**src/rtl/sram_ctrl_pkg.sv**
```systemverilog
package sram_ctrl_pkg;

    typedef enum logic [2:0] {
        PH_IDLE,
        PH_WSETUP,
        PH_WPULSE,
        PH_WHOLD,
        PH_RACCESS,
        PH_RRELEASE
    } phase_e;

    function automatic int ns_to_cyc(input int ns, input int period_ns);
        return (ns + period_ns - 1) / period_ns;
    endfunction

    function automatic int imax(input int a, input int b);
        return (a > b) ? a : b;
    endfunction

endpackage

```
**src/rtl/sram_phase_timer.sv**
```systemverilog
module sram_phase_timer #(
    parameter int CNT_W = 4
) (
    input  logic             clk,
    input  logic             rst_n,
    input  logic             load,
    input  logic [CNT_W-1:0] load_val,
    output logic             expired
);
    logic [CNT_W-1:0] cnt_d, cnt_q;

    always_comb begin
        if (load)
            cnt_d = load_val;
        else if (cnt_q != '0)
            cnt_d = cnt_q - 1'b1;
        else
            cnt_d = cnt_q;
    end

    always_ff @(posedge clk or negedge rst_n) begin
        if (!rst_n)
            cnt_q <= '0;
        else
            cnt_q <= cnt_d;
    end

    assign expired = (cnt_q == '0);
endmodule

```
**src/rtl/sram_rd_capture.sv**
```systemverilog
module sram_rd_capture #(
    parameter int DATA_W = 8
) (
    input  logic              clk,
    input  logic              rst_n,
    input  logic              capture,
    input  logic [DATA_W-1:0] dq_in,
    output logic [DATA_W-1:0] rdata
);
    logic [DATA_W-1:0] rdata_d, rdata_q;

    always_comb rdata_d = capture ? dq_in : rdata_q;

    always_ff @(posedge clk or negedge rst_n) begin
        if (!rst_n)
            rdata_q <= '0;
        else
            rdata_q <= rdata_d;
    end

    assign rdata = rdata_q;
endmodule

```
**src/rtl/sram_ctrl.sv**
```systemverilog
module sram_ctrl
    import sram_ctrl_pkg::*;
#(
    parameter int ADDR_W        = 21,
    parameter int DATA_W        = 8,
    parameter int CLK_PERIOD_NS = 10,
    parameter int T_WC_NS       = 25,
    parameter int T_WP_NS       = 18,
    parameter int T_DS_NS       = 12,
    parameter int T_AA_NS       = 25,
    parameter int T_HZOE_NS     = 8
) (
    input  logic              clk,
    input  logic              rst_n,
    input  logic              req_valid,
    output logic              req_ready,
    input  logic              req_write,
    input  logic [ADDR_W-1:0] req_addr,
    input  logic [DATA_W-1:0] req_wdata,
    output logic [DATA_W-1:0] rsp_rdata,
    output logic              rsp_done,
    output logic [ADDR_W-1:0] ram_addr,
    output logic              ram_cs_n,
    output logic              ram_cs,
    output logic              ram_oe_n,
    output logic              ram_we_n,
    output logic [DATA_W-1:0] ram_dq_out,
    output logic              ram_dq_oe,
    input  logic [DATA_W-1:0] ram_dq_in
);
    // Cycle counts derived from the nanosecond minimums
    localparam int WE_CYC   = imax(1, imax(imax(ns_to_cyc(T_WC_NS, CLK_PERIOD_NS),
                                                ns_to_cyc(T_WP_NS, CLK_PERIOD_NS)),
                                           ns_to_cyc(T_DS_NS, CLK_PERIOD_NS)));
    localparam int ACC_CYC  = imax(1, ns_to_cyc(T_AA_NS, CLK_PERIOD_NS));
    localparam int TURN_CYC = imax(1, ns_to_cyc(T_HZOE_NS, CLK_PERIOD_NS));
    localparam int MAX_CYC  = imax(WE_CYC, imax(ACC_CYC, TURN_CYC));
    localparam int CNT_W    = imax(1, $clog2(MAX_CYC + 1));

    typedef struct packed {
        phase_e            phase;
        logic [ADDR_W-1:0] addr;
        logic [DATA_W-1:0] wdata;
        logic              sel;
        logic              oe_n;
        logic              we_n;
        logic              dq_oe;
        logic              done;
    } ctrl_t;

    ctrl_t            st_d, st_q;
    logic             tmr_load;
    logic [CNT_W-1:0] tmr_val;
    logic             tmr_expired;
    logic             cap_en;

    sram_phase_timer #(.CNT_W(CNT_W)) u_timer (
        .clk      (clk),
        .rst_n    (rst_n),
        .load     (tmr_load),
        .load_val (tmr_val),
        .expired  (tmr_expired)
    );

    sram_rd_capture #(.DATA_W(DATA_W)) u_capture (
        .clk     (clk),
        .rst_n   (rst_n),
        .capture (cap_en),
        .dq_in   (ram_dq_in),
        .rdata   (rsp_rdata)
    );

    always_comb begin
        st_d      = st_q;
        st_d.done = 1'b0;
        tmr_load  = 1'b0;
        tmr_val   = '0;
        cap_en    = 1'b0;
        unique case (st_q.phase)
            PH_IDLE: begin
                if (req_valid) begin
                    st_d.addr  = req_addr;
                    st_d.wdata = req_wdata;
                    st_d.sel   = 1'b1;
                    if (req_write) begin
                        st_d.phase = PH_WSETUP;
                        st_d.dq_oe = 1'b1;
                    end else begin
                        st_d.phase = PH_RACCESS;
                        st_d.oe_n  = 1'b0;
                        tmr_load   = 1'b1;
                        tmr_val    = CNT_W'(ACC_CYC - 1);
                    end
                end
            end
            PH_WSETUP: begin
                st_d.phase = PH_WPULSE;
                st_d.we_n  = 1'b0;
                tmr_load   = 1'b1;
                tmr_val    = CNT_W'(WE_CYC - 1);
            end
            PH_WPULSE: begin
                if (tmr_expired) begin
                    st_d.phase = PH_WHOLD;
                    st_d.we_n  = 1'b1;
                    st_d.done  = 1'b1;
                end
            end
            PH_WHOLD: begin
                st_d.phase = PH_IDLE;
                st_d.sel   = 1'b0;
                st_d.dq_oe = 1'b0;
            end
            PH_RACCESS: begin
                if (tmr_expired) begin
                    cap_en     = 1'b1;
                    st_d.done  = 1'b1;
                    st_d.oe_n  = 1'b1;
                    st_d.sel   = 1'b0;
                    st_d.phase = PH_RRELEASE;
                    tmr_load   = 1'b1;
                    tmr_val    = CNT_W'(TURN_CYC - 1);
                end
            end
            PH_RRELEASE: begin
                if (tmr_expired)
                    st_d.phase = PH_IDLE;
            end
            default: begin
                st_d.phase = PH_IDLE;
                st_d.sel   = 1'b0;
                st_d.oe_n  = 1'b1;
                st_d.we_n  = 1'b1;
                st_d.dq_oe = 1'b0;
            end
        endcase
    end

    always_ff @(posedge clk or negedge rst_n) begin
        if (!rst_n) begin
            st_q       <= '0;
            st_q.phase <= PH_IDLE;
            st_q.oe_n  <= 1'b1;
            st_q.we_n  <= 1'b1;
        end else begin
            st_q <= st_d;
        end
    end

    assign req_ready  = (st_q.phase == PH_IDLE);
    assign rsp_done   = st_q.done;
    assign ram_addr   = st_q.addr;
    assign ram_cs_n   = ~st_q.sel;
    assign ram_cs     = st_q.sel;
    assign ram_oe_n   = st_q.oe_n;
    assign ram_we_n   = st_q.we_n;
    assign ram_dq_out = st_q.wdata;
    assign ram_dq_oe  = st_q.dq_oe;
endmodule

```
**config.mk**
```make
export PLATFORM = sky130hd
export DESIGN_NAME = sram_ctrl
export DESIGN_NICKNAME = d
export VERILOG_FILES = /design/src/rtl/sram_ctrl_pkg.sv /design/src/rtl/sram_phase_timer.sv /design/src/rtl/sram_rd_capture.sv /design/src/rtl/sram_ctrl.sv
export SDC_FILE = /design/constraint.sdc
export NUM_CORES = 1
export LEC_CHECK = 0
export ABC_AREA = 1
export BUFFER_PORTS_ARGS = -buffer_cell sky130_fd_sc_hd__buf_2
export CAP_MARGIN = 20
export CORE_ASPECT_RATIO = 1.25
export CORE_MARGIN = 4
export CORE_UTILIZATION = 35
export CTS_CLUSTER_DIAMETER = 100
export DETAILED_ROUTE_END_ITERATION = 7
export MAX_ROUTING_LAYER = met4
export PLACE_DENSITY_LB_ADDON = 0.1
export SLEW_MARGIN = 25
export SYNTH_ARGS = -nofsm -noshare
export SYNTH_HDL_FRONTEND = slang
export SYNTH_SLANG_ARGS = --single-unit
```
**constraint.sdc**
```tcl
create_clock -name clk -period 1.5 [get_ports clk]
set_input_delay 0.225 -clock clk [delete_from_list [all_inputs] [get_ports clk]]
set_output_delay 0.225 -clock clk [all_outputs]
set_load 0.005 [all_outputs]
```
### Yosys cells after proc, flatten, opt, wreduce, memory -nomap -nowiden

Index checks and enable logic that the tools add are counted.

* flip-flop bits (word level): 47
* input bits: 41
* logic and storage cells: 68

* add/sub/neg operators: 1
* equality and inequality tests: 11
* mux-type cells: 26
* bitwise operators: 5
* reductions and logical operators: 15

Operator list (number)
* 34-bit 2-to-1 mux: 1
* 3-bit case mux with 5 select lines: 1
* 3-bit 2-to-1 mux: 4
* 1-bit case mux with 3 select lines: 4
* 4-bit OR reduction: 3
* 2-bit 2-to-1 mux: 5
* 2-bit != test (second input constant): 5
* 1-bit 2-to-1 mux: 9
* 4-bit AND reduction: 2
* 3-bit by 2-bit equality test with 1-bit output (second input constant): 2
* 3-bit equality test (second input constant): 2
* 3-bit AND reduction: 2
* 1-bit NOT: 5
* 2-bit case mux with 2 select lines: 1
* 2-bit AND reduction: 2
* 2-bit nonzero test: 2
* 3-bit by 1-bit equality test with 1-bit output (second input constant): 1
* 3-bit logical NOT: 1
* 3-bit OR reduction: 1
* 2-bit logical NOT: 1
* 2-bit by 1-bit != test with 1-bit output (second input constant): 1
* 1-bit case mux with 2 select lines: 1
* 2-bit OR reduction: 1
* 2-bit by 1-bit subtractor with 2-bit output (second input constant): 1

### Depth between registers and ports, before layout

Gate-level depths: netlist of run 1.

* depth after elaboration: 4
* depth in mapped cells: 9

### Hierarchy

From an unflattened synthesis of run 1, not the netlist that was laid out.

* cells, all modules: 281
* area total of the unflattened synthesis: 2371.0 µm²

By module, submodules not included
* sram_ctrl: times used 1, cells each 230, area an instance 1945.6 µm²
* sram_rd_capture: times used 1, cells each 34, area an instance 305.3 µm²
* sram_phase_timer: times used 1, cells each 17, area an instance 120.1 µm²

### Least setup slack after synthesis of run 1

Ideal clock, no wire load.

* path type: reg2reg
* start: reg u_timer.cnt_q[0]
* end: reg st_q[36] in the netlist's numbering
* library setup time: 0.123 ns
* data arrival time: 1.140 ns
* data required time: 1.377 ns
* path slack: 0.237 ns
* cell stages (with the launch flop): 8
* buffers on the path: 0
* period minus slack after synthesis: 1.263 ns
* cells stage by stage: dfrtp_1 inv_1 ha_1 inv_2 nand3_1 o21ai_1 o21ai_0 nand2_1

* cells in the longest elaborated chain, start to end: 3
* elaborated cells between the ends (all ways): 5
* those cells by class: eq/ne (3); reduce/logical (2)

Ends and longest elaborated chain
* start, declared: line sram_phase_timer.sv:10 `logic [CNT_W-1:0] cnt_d, cnt_q;`
* start signal, assigned: line sram_phase_timer.sv:25 `cnt_q <= cnt_d;`
* 2-bit logical NOT *: line sram_phase_timer.sv:28 `assign expired = (cnt_q == '0);`
* 2-bit != test (no line)
* 4-bit AND reduction (no line) *
* end signal, assigned: line sram_ctrl.sv:146 `st_q <= st_d;`
* end, declared: line sram_ctrl.sv:51 `ctrl_t st_d, st_q;`

Every way passes the cells marked *; elsewhere a longest branch is shown, timed or not.
A chain may end at the register's enable or synchronous reset.

### Worst setup path in the final report of run 1

* start: reg st_q[35] in the netlist's numbering
* end: out req_ready

* cells in the longest elaborated chain, start to end: 1

Ends and longest elaborated chain
* 3-bit logical NOT: line sram_ctrl.sv:150 `assign req_ready = (st_q.phase == PH_IDLE);`
* end, declared: line sram_ctrl.sv:16 `output logic req_ready,`

Every way passes these cells.

==> flow_metrics.py, run 1 <==
metrics = {
    "sta": {
        "setup_violations": 0,
        "max_freq_mhz": 691,
        "tns_ns": 0,
        "rsz0062_at_grt": "no",
        "hold_violations": 0,
        "worst_pin_slew_ns": 0.452,
        "setup_ws_ns": 0.0531,
        "clock_skew_ns": 0.00667,
        "period_share_pct": 96.5,
        "fin_crit_ns": 1.45,
        "slew_violations": 0,
        "slew_headroom_pct": 69.8,
    },
    "cts": {
        "cts.clk_slew.worst_paths_ns": 0.09,
        "clock_latency_ns": 0.30,
        "htreeDepth": 2,
        "ctsRootBufferMaster": "clkbuf_8",
        "cts_buffers": 5,
        "cts.path.max_buffers": 2,
        "cts_tree": "yes",
        "numClockSinks": 47,
    },
    "worst_setup_path": {
        "cp_slowest_cell": "dfrtp_2",
        "cp.buffers_inverters": 3,
        "r2r_cells": 8,
        "critPathLaunchType": "flip-flop",
        "end_kind": "output port",
        "crit_fanout": 5,
        "cp.arrival_ns": 1.22,
        "r2r-end": "st_q[34]",
        "critPathRequiredTime_ns": 1.27,
        "path_cells": "inv_4 > nand2_2 > nor2_4 > buf_12 > buf_2",
        "reg2reg_from": "st_q[35]",
        "rrSetupSlack_ns": 0.14,
        "critical-path-max-stage-delay_ns": 0.43,
        "crit_family": "flip-flops",
        "crit_type": "flip-flop to output port",
    },
    "pwr": {
        "seqPwrFrac_pct": 37.8,
        "switching_share_pct": 37.2,
        "p_sw_mw": 2.20,
        "p_leak_nw": 1.60,
        "power_density_mw_per_mm2": 2100,
        "ir_worst_vdd_mv": 0.713,
        "internal_power_mw": 3.71,
        "clock_power_share_pct": 16.9,
        "combPwrFrac_pct": 45.3,
    },
    "yosys": {
        "netlist_instances": 267,
        "ys_seq_area_share_pct": 51.6,
        "yosysWarnings": 0,
        "syn_area_per_cell_um2": 8.55,
        "synth_area_mm2": 0.00228,
        "synth-seq-cells": 47,
        "synth.distinct_cells": 23,
        "synth_nets": 309,
    },
    "finish": {
        "fillers": 670,
        "antenna_cells": 0,
        "layout_commonest_cell": "nand2_1",
        "drive_gt1_share_pct": 36.1,
        "area_growth_pct": 23.4,
        "fin_util_pct": 45.1,
        "final_cells": 417,
        "fin_nets": 373,
        "final_cell_mix": "88 x nand2_1, 84 x buf_2, 42 x dfrtp_1",
    },
    "placement": {
        "dp_cells": 402,
        "gp_congestion": 0.821,
        "preCtsSetupSlack_ns": 0.0470,
        "port_buffers": 84,
        "dpl.hpwl_um": 3670,
    },
    "min_path": {
        "min_from": "req_addr[14]",
        "min_path_cells": 3,
        "whs_endpoint": "ram_addr[14]",
        "hold_path_class": "primary input to flip-flop",
    },
    "route": {
        "dr.pass1.iters": 4,
        "drt_wl_total_um": 5230,
        "vias": 1861,
        "avgRoutedWirePerCell_um": 12.5,
        "ant_nets": 0,
        "drt_iter0_markers": 66,
        "drc_errors": 0,
        "vias_per_cell": 4.46,
    },
    "floorplan": {
        "die-area_mm2": 0.00789,
        "fp.dieH_um": 98.3,
        "dieWidth_um": 80.2,
        "num_rows": 32,
        "coreArea_mm2": 0.00625,
        "initial_core_util_pct": 36.6,
        "io_pins": 85,
    },
    "grt": {
        "grt_pass1_vias": 1919,
        "grt_max_degree": 33,
        "grt-ovfl-total": 0,
        "grt_antenna_before_repair": 0,
        "grt.total_usage_pct": 14.8,
        "grt_pass1_wl_um": 8900,
    },
    "run": {
        "maxCapViolCount": 0,
    },
    "outcome": {
        "status": "finished clean",
    },
}
==> worst max path at each step <==
| stage | start | end | slack (ns) | cells past startpoint |
|---|---|---|---|---|
| finish | st_q[35] | req_ready | 0.05 | 5 |
| global route | st_q[35] | req_ready | 0.01 | 5 |
| CTS | st_q[35] | st_q[34] | 0.03 | 8 |
| detailed placement | u_timer.cnt_q[0] | st_q[36] | 0.05 | 8 |
| global placement | u_timer.cnt_q[0] | st_q[36] | 0.03 | 8 |
| floorplan | u_timer.cnt_q[0] | st_q[36] | 0.24 | 7 |
==> worst register-to-register path: cells and delay by family, from the launching register on <==
family	cells	cell delay [ns]
AOI/OAI and AO/OA	1	0.16
buffers and inverters	2	0.24
DFF	1	0.43
and+or+nand+nor	5	0.46
==> routing by layer <==
layer	wire length [µm]	track usage, %
met5	0	-
met4	80	5.07
met2	2450	23.2
met3	344	3.69
met1	2360	18.5
==> cell usage after synthesis <==
library cell  count  area (µm²)
nand2_1          88         330
nand3_4           1        17.5
buf_2             2        10.0
a21oi_1           2        10.0
buf_6             4        45.0
nand2_2           1        6.26
nand3_1          34         170
inv_1            16        60.1
nor2_1           10        37.5
dfrtp_1          45        1130
nor3_1            1        5.00
and2_0            1        6.26
dfstp_2           2        52.6
clkbuf_1          1        3.75
inv_2             3        11.3
nor2_2            1        6.26
o21ai_0          12        60.1
buf_4            33         248
nor2_4            2        22.5
nand4_1           1        6.26
o21ai_1           5        25.0
ha_1              1        12.5
nand2_4           1        11.3
==> power groups by stage <==
stage	registers, mW	logic (mW)	clock network [mW]
finish	2.24	2.68	1.00
global route	2.33	3.09	1.07
CTS	2.24	2.67	1.03
detailed placement	2.28	2.38	0
global placement	2.29	2.37	0
floorplan	2.21	1.97	0
==> through the flow <==
stage	hold WS, ns	cell area, µm²	total power [mW]
global route	0.142	2820	6.48
global placement	0.205	2570	4.65
detailed placement	0.203	2570	4.66
floorplan	-0.0706	2280	4.19
finish	0.145	2820	5.91
CTS	0.135	2770	5.94
==> sequential cells by signal (all words and copies together), names as in the netlist <==
name	cells
ram_addr	21
ram_dq_out	8
ram_oe_n	1
u_capture.rdata	8
ram_we_n	1
ram_cs	1
st_q	3
u_timer.cnt_q	2
ram_dq_oe	1
rsp_done	1
==> cell families (layout without fill, tap and decap cells) <==
| kind of cell | count (synthesis) | count (layout) | share of synthesized area, % |
|---|---|---|---|
| compound gates | 19 | 19 | 4.16 |
| buf+inv | 59 | 124 | 16.5 |
| simple gates | 141 | 141 | 27.1 |
| fa+ha+maj | 1 | 1 | 0.548 |
| flops | 47 | 47 | 51.6 |
==> timing repair <==
item	CTS	global route
resized for setup	3	5
endpoints found under the setup margin	1	6
hold endpoints to repair	15	0
buffers inserted	4	1
pin swaps	1	1
gates cloned	1	0
hold buffers	1	0
==> layout make-up <==
cell class / count / area, µm² / area share [%]
clock buffer: 6 / 82.6 / 2.93
sequential: 47 / 1180 / 42.0
inverter: 19 / 73.8 / 2.62
timing repair buffer: 97 / 583 / 20.7
clock inverter: 2 / 38.8 / 1.38
tap: 85 / 106 / 3.77
multi-input combinational: 161 / 751 / 26.6
(Power assumes the default switching activity.)
==> run 2, diff against run 1 <==
Settings changed: CORE_UTILIZATION 35 to 29.
==> run 2 against run 1 <==
Worst hold slack better by 0.0060 ns. Cell area is 3.1% lower. Maximum frequency rose by 2.9%. Routed wire length up 1.2%. Critical path type unchanged.
==> flow_metrics.py, run 2 (synthesis results as in run 1) <==
metrics = {
    "worst_setup_path": {
        "critPathRequiredTime_ns": 1.27,
        "crit_cells": 4,
        "r2r_cells": 6,
        "cp_slowest_cell": "dfrtp_2",
        "cp.arrival_ns": 1.18,
        "critPathLaunchType": "flip-flop",
        "crit_fanout": 5,
        "end_kind": "output port",
        "rrSetupSlack_ns": 0.14,
        "reg2reg_from": "st_q[35]",
        "cp.buffers_inverters": 2,
        "r2r-end": "u_timer.cnt_q[1]",
        "critical-path-max-stage-delay_ns": 0.43,
        "crit_family": "flip-flops",
        "path_cells": "inv_4 > nand2_2 > nor2_4 > buf_2",
        "crit_type": "flip-flop to output port",
    },
    "outcome": {
        "status": "finished clean",
    },
    "grt": {
        "grt_pass1_wl_um": 8750,
        "grt_pass1_vias": 1799,
        "grt_max_degree": 33,
        "grt.total_usage_pct": 12.2,
        "grt_use_met1_pct": 16.0,
        "grt_use_met3_pct": 2.84,
        "grt_antenna_before_repair": 0,
        "grt-busiest-layer": "met2",
        "use_met2_pct": 18.2,
        "grt-ovfl-total": 0,
    },
    "route": {
        "ant_nets": 0,
        "dr.pass1.iters": 4,
        "drt_wl_total_um": 5290,
        "avgRoutedWirePerCell_um": 12.5,
        "vias_per_cell": 4.34,
        "vias": 1833,
        "drt_iter0_markers": 54,
        "drc_errors": 0,
    },
    "placement": {
        "dpl_cell_area_mm2": 0.00258,
        "port_buffers": 84,
        "dp_cells": 410,
        "gp_congestion": 0.767,
        "preCtsSetupSlack_ns": 0.0860,
        "dpl.hpwl_um": 3840,
    },
    "pwr": {
        "seqPwrFrac_pct": 40.4,
        "combPwrFrac_pct": 42.9,
        "power_density_mw_per_mm2": 2040,
        "clock_power_share_pct": 16.7,
        "power_mw": 5.56,
        "internal_power_mw": 3.42,
        "p_sw_mw": 2.14,
        "ir_worst_vdd_mv": 0.661,
        "switching_share_pct": 38.5,
        "p_leak_nw": 1.56,
    },
    "sta": {
        "hold_ws_ns": 0.151,
        "slew_headroom_pct": 68.3,
        "fin_crit_ns": 1.41,
        "setup_ws_ns": 0.0934,
        "period_share_pct": 93.8,
        "rsz0062_at_grt": "yes",
        "worst_pin_slew_ns": 0.476,
        "tns_ns": 0,
        "setup_violations": 0,
        "hold_violations": 0,
        "clock_skew_ns": 0.00453,
        "slew_violations": 0,
        "max_freq_mhz": 711,
    },
    "cts": {
        "cts_buffers": 5,
        "cts_tree": "yes",
        "clock_latency_ns": 0.30,
        "numClockSinks": 47,
        "ctsRootBufferMaster": "clkbuf_8",
        "cts.path.max_buffers": 2,
        "htreeDepth": 2,
        "cts.clk_slew.worst_paths_ns": 0.09,
    },
    "finish": {
        "final_cells": 422,
        "final_cell_mix": "88 x nand2_1, 84 x buf_2, 43 x dfrtp_1",
        "final_area_mm2": 0.00273,
        "antenna_cells": 0,
        "multi_input_area_um2": 729,
        "fillers": 817,
        "fin_util_pct": 36.2,
        "fin_nets": 371,
        "seqCellArea_mm2": 0.00118,
        "area_growth_pct": 19.6,
        "largest_reg_flops": 21,
        "layout_commonest_cell": "nand2_1",
        "drive_gt1_share_pct": 35.2,
    },
    "floorplan": {
        "dieWidth_um": 87.4,
        "io_pins": 85,
        "initial_core_util_pct": 30.3,
        "fp.dieH_um": 107,
        "num_rows": 35,
        "die-area_mm2": 0.00937,
        "coreArea_mm2": 0.00753,
    },
    "min_path": {
        "min_from": "ram_dq_in[3]",
        "min_path_cells": 3,
        "hold_path_class": "primary input to flip-flop",
        "whs_endpoint": "u_capture.rdata[3]",
    },
    "run": {
        "maxCapViolCount": 0,
    },
}
run 2: area by class of cell:
cell class / count / area share, %
clock inverters: 3 / 1.60
flip-flops and latches: 47 / 43.3
repair buffers: 95 / 19.0
inverters: 19 / 2.70
multi-input cells: 161 / 26.7
clock buffers: 5 / 2.52
well taps: 92 / 4.22
run 2: routing by layer:
metal,wire length [µm],vias to the layer above,part of all wire (%)
met1,2350,829,44
met4,97,0,1.8
met3,411,8,7.8
met2,2430,67,46
met5,0,-,0
li1,-,929,-
run 2: worst max-delay path by stage:
| stage | startpoint | slack, ns | endpoint |
|---|---|---|---|
| finish | st_q[35] | 0.09 | req_ready |
| global route | st_q[35] | -0.009 | u_timer.cnt_q[1] |
| CTS | st_q[35] | 0.03 | req_ready |
| detailed placement | u_timer.cnt_q[0] | 0.09 | st_q[36] |
| global placement | u_timer.cnt_q[0] | 0.06 | st_q[36] |
| floorplan | u_timer.cnt_q[0] | 0.24 | st_q[36] |
run 2: repair_timing:
action	4_1_cts	5_1_grt
endpoints found under the setup margin	1	6
hold buffers	1	0
hold endpoints to repair	14	0
resized for setup	3	3
setup buffers	3	1
pin swaps	0	2
run 2: tightest hold or removal path: stages:
cell     delay [ns]
buf_2          0.09
inv_1          0.04
o21ai_1        0.06
run 2: power by group through the flow:
stage	Combinational, mW	Clock, mW	Sequential, mW
CTS	2.46	0.987	2.24
floorplan	1.97	0	2.21
finish	2.38	0.929	2.25
global route	2.78	1.03	2.32
detailed placement	2.34	0	2.29
global placement	2.35	0	2.28
